==> config.mk <==
export PLATFORM = sky130hd
export DESIGN_NAME = hostbus_decoder
export DESIGN_NICKNAME = d
export VERILOG_FILES = /design/src/rtl/hbd_pkg.sv /design/src/rtl/hbd_sync.sv /design/src/rtl/hbd_strobe_decode.sv /design/src/rtl/hbd_datapath.sv /design/src/rtl/hostbus_decoder.sv
export SDC_FILE = /design/constraint.sdc
export NUM_CORES = 1
export LEC_CHECK = 0
export ABC_AREA = 0
export BUFFER_PORTS_ARGS = -buffer_cell sky130_fd_sc_hd__buf_2
export CORE_ASPECT_RATIO = 0.9
export CORE_MARGIN = 2
export CORE_UTILIZATION = 50
export CTS_CLUSTER_DIAMETER = 150
export DETAILED_ROUTE_END_ITERATION = 16
export HOLD_SLACK_MARGIN = 0.02
export PLACE_DENSITY_LB_ADDON = 0.08
export SYNTH_ARGS = -nofsm -noshare
export SYNTH_HDL_FRONTEND = slang
export SYNTH_HIERARCHICAL = 1
export SYNTH_SLANG_ARGS = --single-unit
export TNS_END_PERCENT = 30
==> constraint.sdc <==
create_clock -name clk -period 2.7 [get_ports clk]
set_input_delay 0.54 -clock clk [delete_from_list [all_inputs] [get_ports clk]]
set_output_delay 0.54 -clock clk [all_outputs]
set_load 0.05 [all_outputs]
==> src/rtl/hbd_pkg.sv <==
package hbd_pkg;

    typedef struct packed {
        logic single;   // adopted mode
        logic rd_prev;  // read strobe active last cycle
        logic wr_prev;  // write strobe active last cycle
        logic rd_req;
        logic wr_req;
    } dec_state_t;

    localparam dec_state_t DEC_RESET = '{single: 1'b0, rd_prev: 1'b0,
                                         wr_prev: 1'b0, rd_req: 1'b0,
                                         wr_req: 1'b0};

endpackage

==> src/rtl/hbd_sync.sv <==
module hbd_sync #(
    parameter int          W      = 8,
    parameter int          STAGES = 2,
    parameter logic [W-1:0] RST_VAL = '0
) (
    input  logic         clk,
    input  logic         rst_n,
    input  logic [W-1:0] din,
    output logic [W-1:0] dout
);
    logic [W-1:0] stage_q [STAGES];

    generate
        for (genvar s = 0; s < STAGES; s++) begin : g_stage
            if (s == 0) begin : g_first
                always_ff @(posedge clk or negedge rst_n) begin
                    if (!rst_n) stage_q[s] <= RST_VAL;
                    else        stage_q[s] <= din;
                end
            end else begin : g_next
                always_ff @(posedge clk or negedge rst_n) begin
                    if (!rst_n) stage_q[s] <= RST_VAL;
                    else        stage_q[s] <= stage_q[s-1];
                end
            end
        end
    endgenerate

    assign dout = stage_q[STAGES-1];
endmodule

==> src/rtl/hbd_strobe_decode.sv <==
module hbd_strobe_decode
    import hbd_pkg::*;
(
    input  logic clk,
    input  logic rst_n,
    input  logic cfg_single,
    input  logic cs_n_s,
    input  logic oe_n_s,
    input  logic we_n_s,
    output logic rd_act,
    output logic wr_act,
    output logic rd_start,
    output logic rd_req,
    output logic wr_req
);
    dec_state_t st_d, st_q;

    always_comb begin
        st_d = st_q;
        if (st_q.single) begin
            rd_act = !cs_n_s && oe_n_s;
            wr_act = !cs_n_s && !oe_n_s;
        end else begin
            rd_act = !cs_n_s && !oe_n_s;
            wr_act = !cs_n_s && !we_n_s;
        end
        rd_start     = rd_act && !st_q.rd_prev;
        st_d.rd_req  = rd_start;
        st_d.wr_req  = !wr_act && st_q.wr_prev;
        st_d.rd_prev = rd_act;
        st_d.wr_prev = wr_act;
        // mode is adopted only between accesses
        if (cs_n_s) st_d.single = cfg_single;
    end

    always_ff @(posedge clk or negedge rst_n) begin
        if (!rst_n) st_q <= DEC_RESET;
        else        st_q <= st_d;
    end

    assign rd_req = st_q.rd_req;
    assign wr_req = st_q.wr_req;
endmodule

==> src/rtl/hbd_datapath.sv <==
module hbd_datapath #(
    parameter int AW = 8,
    parameter int DW = 16
) (
    input  logic          clk,
    input  logic          rst_n,
    input  logic [AW-1:0] addr_s,
    input  logic [DW-1:0] data_s,
    input  logic          rd_act,
    input  logic          wr_act,
    input  logic          rd_start,
    input  logic          rd_req,
    input  logic [DW-1:0] rd_data,
    output logic [AW-1:0] req_addr,
    output logic [DW-1:0] wr_data,
    output logic [DW-1:0] bus_data_out,
    output logic          bus_data_oe
);
    typedef struct packed {
        logic [AW-1:0] addr;
        logic [DW-1:0] wdata;
        logic [DW-1:0] rdata;
        logic          drive;
    } dp_state_t;

    dp_state_t dp_d, dp_q;

    always_comb begin
        dp_d = dp_q;
        if (rd_start || wr_act) dp_d.addr  = addr_s;
        if (wr_act)             dp_d.wdata = data_s;
        if (rd_req)             dp_d.rdata = rd_data;
        dp_d.drive = rd_req || (dp_q.drive && rd_act);
    end

    always_ff @(posedge clk or negedge rst_n) begin
        if (!rst_n) dp_q <= '0;
        else        dp_q <= dp_d;
    end

    assign req_addr     = dp_q.addr;
    assign wr_data      = dp_q.wdata;
    assign bus_data_oe  = dp_q.drive;
    assign bus_data_out = dp_q.drive ? dp_q.rdata : '0;
endmodule

==> src/rtl/hostbus_decoder.sv <==
module hostbus_decoder #(
    parameter int AW          = 8,
    parameter int DW          = 16,
    parameter int SYNC_STAGES = 2
) (
    input  logic          clk,
    input  logic          rst_n,
    input  logic          cfg_single_pin,
    input  logic          bus_cs_n,
    input  logic          bus_oe_n,
    input  logic          bus_we_n,
    input  logic [AW-1:0] bus_addr,
    input  logic [DW-1:0] bus_data_in,
    output logic [DW-1:0] bus_data_out,
    output logic          bus_data_oe,
    output logic          rd_req,
    output logic          wr_req,
    output logic [AW-1:0] req_addr,
    output logic [DW-1:0] wr_data,
    input  logic [DW-1:0] rd_data
);
    localparam int SW = 3 + AW + DW;
    localparam logic [SW-1:0] SYNC_IDLE = {3'b111, {(AW+DW){1'b0}}};

    logic [SW-1:0] pins_s;
    logic          cs_n_s, oe_n_s, we_n_s;
    logic [AW-1:0] addr_s;
    logic [DW-1:0] data_s;
    logic          rd_act, wr_act, rd_start;

    hbd_sync #(.W(SW), .STAGES(SYNC_STAGES), .RST_VAL(SYNC_IDLE)) u_sync (
        .clk  (clk),
        .rst_n(rst_n),
        .din  ({bus_cs_n, bus_oe_n, bus_we_n, bus_addr, bus_data_in}),
        .dout (pins_s)
    );

    assign {cs_n_s, oe_n_s, we_n_s, addr_s, data_s} = pins_s;

    hbd_strobe_decode u_dec (
        .clk       (clk),
        .rst_n     (rst_n),
        .cfg_single(cfg_single_pin),
        .cs_n_s    (cs_n_s),
        .oe_n_s    (oe_n_s),
        .we_n_s    (we_n_s),
        .rd_act    (rd_act),
        .wr_act    (wr_act),
        .rd_start  (rd_start),
        .rd_req    (rd_req),
        .wr_req    (wr_req)
    );

    hbd_datapath #(.AW(AW), .DW(DW)) u_dp (
        .clk         (clk),
        .rst_n       (rst_n),
        .addr_s      (addr_s),
        .data_s      (data_s),
        .rd_act      (rd_act),
        .wr_act      (wr_act),
        .rd_start    (rd_start),
        .rd_req      (rd_req),
        .rd_data     (rd_data),
        .req_addr    (req_addr),
        .wr_data     (wr_data),
        .bus_data_out(bus_data_out),
        .bus_data_oe (bus_data_oe)
    );
endmodule

# After elaboration in Yosys (flattened, before gate mapping)
# Cells that the tools add are included.
# word_totals
register_bits	100
inputBits	46
out_inout_bits	43
# op_classes
muxes	3
reduce_logical	13
# ops
op	count
$mux 16	1
$logic_and 1x1->1	6
$logic_not 1->1	5
$logic_or 1x1->1	2
$mux 1	2

# Logic depth before layout (Yosys ltp)
# Gate-level depths: netlist of run 1.
# depth
depth_word	5
depth_mapped	6
ltp_nobuf	4

# Modules after synthesis
# Netlist of run 1, hierarchy kept.
# by_module_without_submodules
mod	n_inst	cells_per_inst	area_per_inst_um2	seq_area_each_um2
hbd_datapath	1	128	1913.1	1026.0
hbd_sync	1	81	1561.5	1358.8
hbd_strobe_decode	1	13	182.7	125.1

# Worst setup path before layout of run 1
# OpenSTA, ideal clock, no wires.
# synth_timing
kind	register to output
startpoint	register u_dp.dp_q, in the netlist u_dp/bus_data_oe
endpoint	output port bus_data_out[10]
t_arrival_ns	1.375
t_required_ns	2.160
path_slack_ns	0.785
path_stages_with_launch	3
path_buffers	1
cell_sequence	dfrtp_1 clkbuf_1 and2_1
# synth_via
elab_chain_cells	1
# synth_rtl
item	line_no	text
from (decl)	hbd_datapath.sv:26	dp_state_t dp_d, dp_q;
from (signal assigned)	hbd_datapath.sv:38	else dp_q <= dp_d;
$mux 16	hbd_datapath.sv:44	assign bus_data_out = dp_q.drive ? dp_q.rdata : '0;
to (decl)	hostbus_decoder.sv:14	output logic [DW-1:0] bus_data_out,
# No other way between the ends.

# Worst setup path in the final report of run 1
# layout_timing
startpoint	register u_dp.dp_q, in the netlist u_dp/bus_data_oe
endpoint	output port bus_data_out[8]
# Same word-level chain as after synthesis.

==> results.cfg, run 1 <==
[clock_network]
cts_made_buffers = 9
cts-root-buf = clkbuf_8
cts.sinks = 100
cts-htree-levels = 3
ctsResizeCount = 0
clk_pin_slew_worst_paths_ns = 0.09
post_cts_buffers = 0
cts_tree = built
clk_path_buf_depth = 2
clock_latency_ns = 0.34
cts_hold_buf = 0

[route]
wl_met1_um = 2140
wirelength_um = 4730
drt_pass1_iterations = 2
wl_met2_um = 2130
antenna_left = 0
routed-wl-met3_um = 388
drc_errors = 0
wl_per_cell_um = 12.9
drt_first_iter_violations = 49
vias = 1619
routed_via_density = 4.41
routed.top_layer = met4

[global_route]
grt.overflow.total = 0
grt_pass1_wl_um = 7940
antenna_found_initial = 0
grt_pass1_vias = 1628
grt_max_degree = 45
track_usage_pct = 13.2

[timing]
hold_viol_final = 0
finalSetupViolations = 0
clock.fmax_ghz = 0.522
period_needed_ns = 1.92
finClkSkew_ns = 0.00350
whs_ns = 0.170
rsz0062_at_grt = false
slew_viol_final = 0
tns_ns = 0
max_slew_margin_pct = 55.3
tightest_slew_ns = 0.665
min_period_over_period_pct = 71.0

[worst_setup_path]
cp.buffers_inverters = 1
endpoint = bus_data_out[8]
start_kind = register
end_kind = output pin
cp_slowest_cell = dfrtp_1
worst-path-stages = 2
cp.required_ns = 2.16
r2r_slack_ns = 1.02
critPathMaxFanout = 18
critical_path.top_delay_family = flip-flops
worstPathCellList = and2_1, buf_2
ff2ff_path_depth = 5
cp-startpoint = u_dp/bus_data_oe
reg2reg_to = u_dp/req_addr[0]
max_stage_delay_ns = 0.59
arrival_ns = 1.38
r2r-start = u_sync/dout[24]
critPathKind = register to output pin

[pwr]
p_seq_share_pct = 51.7
switching_share_pct = 32.1
p_switching_uw = 1110
intPower_uw = 2350
power_uw = 3460
p_leak_uw = 0.00196
combPwrFrac_pct = 24.7
power_density_nw_per_um2 = 867
peakVddDrop_mv = 0.459
power_frac_clock_pct = 23.6

[synth]
syn_inst = 222
avgSynthCellArea_sq_um = 16.5
ys_seq_elements = 100
syn_area_sq_um = 3660
yosysWarnings = 6
synth_cell_type_count = 18
synth_fp_nets = 268
yosysSeqAreaShare_pct = 68.6

[placement]
dpl.hpwl_um = 3180
globalplace.congestion = 0.738
placement.io_buffers = 88

[layout]
regArea_sq_um = 2510
antenna_cells = 0
fill_cells = 600
multiInputGateArea_sq_um = 712
layout_common_cells = 94 x dfrtp_1, 87 x buf_2, 21 x mux2_2
fin_nets = 315
area_growth_pct = 9.17
drive_above_1_share_pct = 56.6
mostFrequentLayoutCell = dfrtp_1

[floorplan]
core_sq_um = 7080
die_y_um = 85.1
start_util_pct = 51.7
io_pins = 89
rows = 29
die_w_um = 94.2
fp.dieArea_sq_um = 8020

[outcome]
outcome = complete, no violations

[run]
max-cap-violations = 0

[min_path]
hold_path_class = primary input to async pin
==> layer usage <==
metal  up-vias  track usage (%)
li1        765                -
met2        59             19.3
met1       790             18.1
met4         0             4.35
met5         -                0
met3         5             5.68
==> cell families after synthesis <==
kind of cell,share of synthesized area [%]
flip-flops,68.6
buffers and inverters,12.0
multiplexers,14.6
AND/OR/NAND/NOR,4.07
AO/OA/AOI/OAI,0.445
XOR/XNOR,0.240
==> flip-flops by register name, indices dropped and copies added (netlist names) <==
name / cells
u_dp/dp_q: 16
u_dp/wr_data: 16
u_dp/req_addr: 8
u_dec/wr_req: 1
u_dec/st_q: 3
u_sync/stage_q: 27
u_dec/rd_req: 1
u_dp/bus_data_oe: 1
u_sync/dout: 27
==> worst reg2reg max path, stage by stage (launching register included) <==
cell	delay (ns)
dfstp_2	0.52
nor2b_1	0.18
nor3_2	0.05
buf_4	0.23
nor2_8	0.23
mux2_2	0.36
==> area by class of cell <==
cell class                 instances  share of cell area [%]
sequential                       100                    62.9
clock buffer                      12                    3.64
timing repair buffer              92                    12.2
clock inverter                     4                   0.595
tap                               93                    2.91
multi-input combinational         66                    17.8
==> metrics by stage <==
stage	cells	utilization [%]	setup slack, ns	area [sq um]
after detailed placement	351	54.0	1.02	3820
after floorplan	222	-	0.785	3660
final	367	56.4	0.783	3990
after global placement	351	54.0	1.05	3820
after CTS	367	56.4	0.707	3990
after global routing	367	56.4	0.628	3990
==> cell usage after synthesis (all sizes together) <==
| cell | number | area [sq um] |
|---|---|---|
| mux2 | 41 | 533 |
| xor2 | 1 | 8.76 |
| nor2b | 1 | 6.26 |
| nor2 | 2 | 23.8 |
| clkbuf | 1 | 3.75 |
| buf | 55 | 437 |
| and2 | 17 | 109 |
| nor3 | 2 | 10.0 |
| dfrtp | 94 | 2350 |
| dfstp | 6 | 158 |
| a21o | 1 | 7.51 |
| o31a | 1 | 8.76 |
==> worst min-delay path by stage <==
stage / startpoint / to / slack [ns] / cells past startpoint
floorplan: rst_n / u_dec/rd_req / 0.24 / 0
global placement: u_sync/stage_q[43] / u_sync/dout[16] / 0.33 / 0
detailed placement: u_sync/stage_q[28] / u_sync/dout[1] / 0.33 / 0
CTS: rst_n / u_dp/wr_data[13] / 0.18 / 1
global route: rst_n / u_dp/wr_data[13] / 0.19 / 1
finish: rst_n / u_dp/wr_data[13] / 0.17 / 1
==> power by group through the flow <==
stage	Sequential, uW	Combinational [uW]	Clock (uW)
after floorplan	1800	801	0
after global routing	1820	900	927
after global placement	1820	858	0
final	1790	854	817
after detailed placement	1820	863	0
after CTS	1790	865	863
(Power assumes the default switching activity.)
==> inputs of run 2 (changes only) <==
--- a/config.mk
+++ b/config.mk
@@ -5,7 +5,7 @@
 export SDC_FILE = /design/constraint.sdc
 export NUM_CORES = 1
 export LEC_CHECK = 0
-export ABC_AREA = 0
+export ABC_AREA = 1
 export BUFFER_PORTS_ARGS = -buffer_cell sky130_fd_sc_hd__buf_2
 export CORE_ASPECT_RATIO = 0.9
 export CORE_MARGIN = 2
==> constraint.sdc (replaced) <==
create_clock -name clk -period 2 [get_ports clk]
set_input_delay 0.4 -clock clk [delete_from_list [all_inputs] [get_ports clk]]
set_output_delay 0.4 -clock clk [all_outputs]
set_load 0.05 [all_outputs]
==> results.cfg, run 2 <==
[outcome]
outcome = complete, no violations

[pwr]
p_leak_uw = 0.00220
peakVddDrop_mv = 0.712
power_density_nw_per_um2 = 1160

[floorplan]
io_pins = 89
die_w_um = 94.0
start_util_pct = 51.7
rows = 29
die_y_um = 85.0
core_sq_um = 7040
fp.dieArea_sq_um = 7980

[run]
max-cap-violations = 0

[synth]
synth_top_family_by_area = buffers and inverters
synthAdderAreaFrac_pct = 0
avgSynthCellArea_sq_um = 11.1
synth_fp_nets = 375
synth-main-ff-cell = dfrtp_1
synth_top_cell_by_area = dfrtp_1
synthTopCellsByCount = 94 x dfrtp_1, 68 x nand2_1, 52 x buf_4, 52 x inv_1, 39 x o21ai_0
ys_seq_elements = 100
synth-compound-area-share_pct = 5.95
synth_edf_count = 0
synth_simple_gate_area_share_pct = 7.94
ys_top_cells_by_area = dfrtp_1 65%, buf_4 11%, nand2_1 7.0%, o21ai_0 5.4%, inv_1 5.4%
syn_area_sq_um = 3640
synth_top_area_share_pct = 64.6
yosysWarnings = 6
yosysSeqAreaShare_pct = 68.9
synth_cell_type_count = 13
yosysMostFrequentCell = dfrtp_1
synthMuxAreaShare_pct = 0
synthArstFlopShare_pct = 100
syn_inst = 329
synth_xor_area_share_pct = 0

[timing]
hold_viol_final = 0
rsz0062_at_grt = false
finClkSkew_ns = 0.00798
max_slew_margin_pct = 68.4
finalSetupViolations = 0
fin_ws_ns = 0.298
tightest_slew_ns = 0.475
clock.fmax_ghz = 0.587
min_period_over_period_pct = 85.1
tns_ns = 0
slew_viol_final = 0
period_needed_ns = 1.70

[global_route]
grt_max_degree = 50
antenna_found_initial = 0
grt_pass1_wl_um = 8820
grt_pass1_vias = 1918
track_usage_pct = 14.5
grt.overflow.total = 0

[route]
vias = 2001
drt_first_iter_violations = 105
drc_errors = 0
wl_per_cell_um = 10.8
antenna_left = 0
drt_pass1_iterations = 4
wirelength_um = 5070
routed_via_density = 4.26

[min_path]
hold_path_class = primary input to register
hold_depth = 1

[layout]
final_cells = 470
antenna_cells = 0
regArea_sq_um = 2510
fin_nets = 419
layout_common_cells = 93 x dfrtp_1, 87 x buf_2, 68 x nand2_1
fin_area_sq_um = 4040
mostFrequentLayoutCell = dfrtp_1
drive_above_1_share_pct = 30.8
multiInputGateArea_sq_um = 505
area_growth_pct = 10.9
fill_cells = 649

[clock_network]
cts_made_buffers = 9
cts-root-buf = clkbuf_8
cts_tree = built
cts-htree-levels = 3
clk_path_buf_depth = 2
clock_latency_ns = 0.34
cts.sinks = 100
clk_pin_slew_worst_paths_ns = 0.08

[worst_setup_path]
critPathMaxFanout = 18
critPathKind = register to output pin
arrival_ns = 1.30
end_kind = output pin
ff2ff_path_depth = 5
start_kind = register
cp.required_ns = 1.60

[placement]
pre_cts_ws_ns = 0.441
globalplace.congestion = 0.737
placement.io_buffers = 88
postPlaceCellArea_sq_um = 3810
dp.cells = 454
dpl.hpwl_um = 3430
==> run 2: layout make-up <==
class / instances / share of cell area (%)
Clock buffer: 11 / 3.50
Clock inverter: 4 / 1.83
Inverter: 52 / 4.83
Multi-Input combinational cell: 117 / 12.5
Sequential cell: 100 / 62.2
Tap cell: 93 / 2.88
Timing Repair Buffer: 93 / 12.3
==> run 2: power by group <==
group / leakage [uW] / total (uW) / switching, uW / internal, uW
clock: 0.000109 / 1340 / 609 / 733
sequential: 0.00119 / 2380 / 116 / 2270
combinational: 0.000901 / 950 / 731 / 218
total: 0.00220 / 4670 / 1460 / 3220
==> run 2: final timing paths <==
path	from	end	slack [ns]
max in group asynchronous	rst_n	u_dec/rd_req	0.86
min in group asynchronous	rst_n	u_sync/dout[8]	0.52
hold reg to reg	u_sync/stage_q[31]	u_sync/dout[4]	0.35
setup reg to reg	u_dec/st_q[4]	u_dp/wr_data[9]	0.41
hold / removal	bus_cs_n	u_sync/stage_q[53]	0.15
setup / recovery	u_dp/bus_data_oe	bus_data_out[8]	0.30
==> run 2: stage by stage <==
stage | utilization, % | power, uW | hold slack, ns
6_report | 57.4 | 4670 | 0.148
3_5_place_dp | 54.2 | 3380 | 0.335
3_3_place_gp | 54.2 | 3370 | 0.331
2_1_floorplan | - | 3280 | 0.104
4_1_cts | 57.4 | 4740 | 0.124
5_1_grt | 57.4 | 4920 | 0.123
==> run 2: metal layers <==
layer	GRT usage [%]	share of wire [%]	vias to the layer above	routed length [um]
met2	21.1	45	60	2300
met1	19.7	46	922	2330
met3	5.51	7.5	4	378
met5	0	0	-	0
met4	6.32	1.3	0	64
li1	-	-	1015	-
==> run 2: cells by family after synthesis <==
logic type | after synthesis
compound gates | 42
flops | 100
buf+inv | 112
simple gates | 75
==> run 2: what timing repair did <==
action | 4_1_cts | 5_1_grt
hold buffers | 1 | 0
gates resized for setup | 0 | 1
setup buffers | 0 | 0
hold endpoints to repair | 25 | 0
endpoints found under the setup margin | 0 | 2
==> run 2: critical path, cell delays in order, from the launching register on <==
cell and delay (ns):
dfrtp_2 0.55, nand2_1 0.10, inv_1 0.06, buf_2 0.25
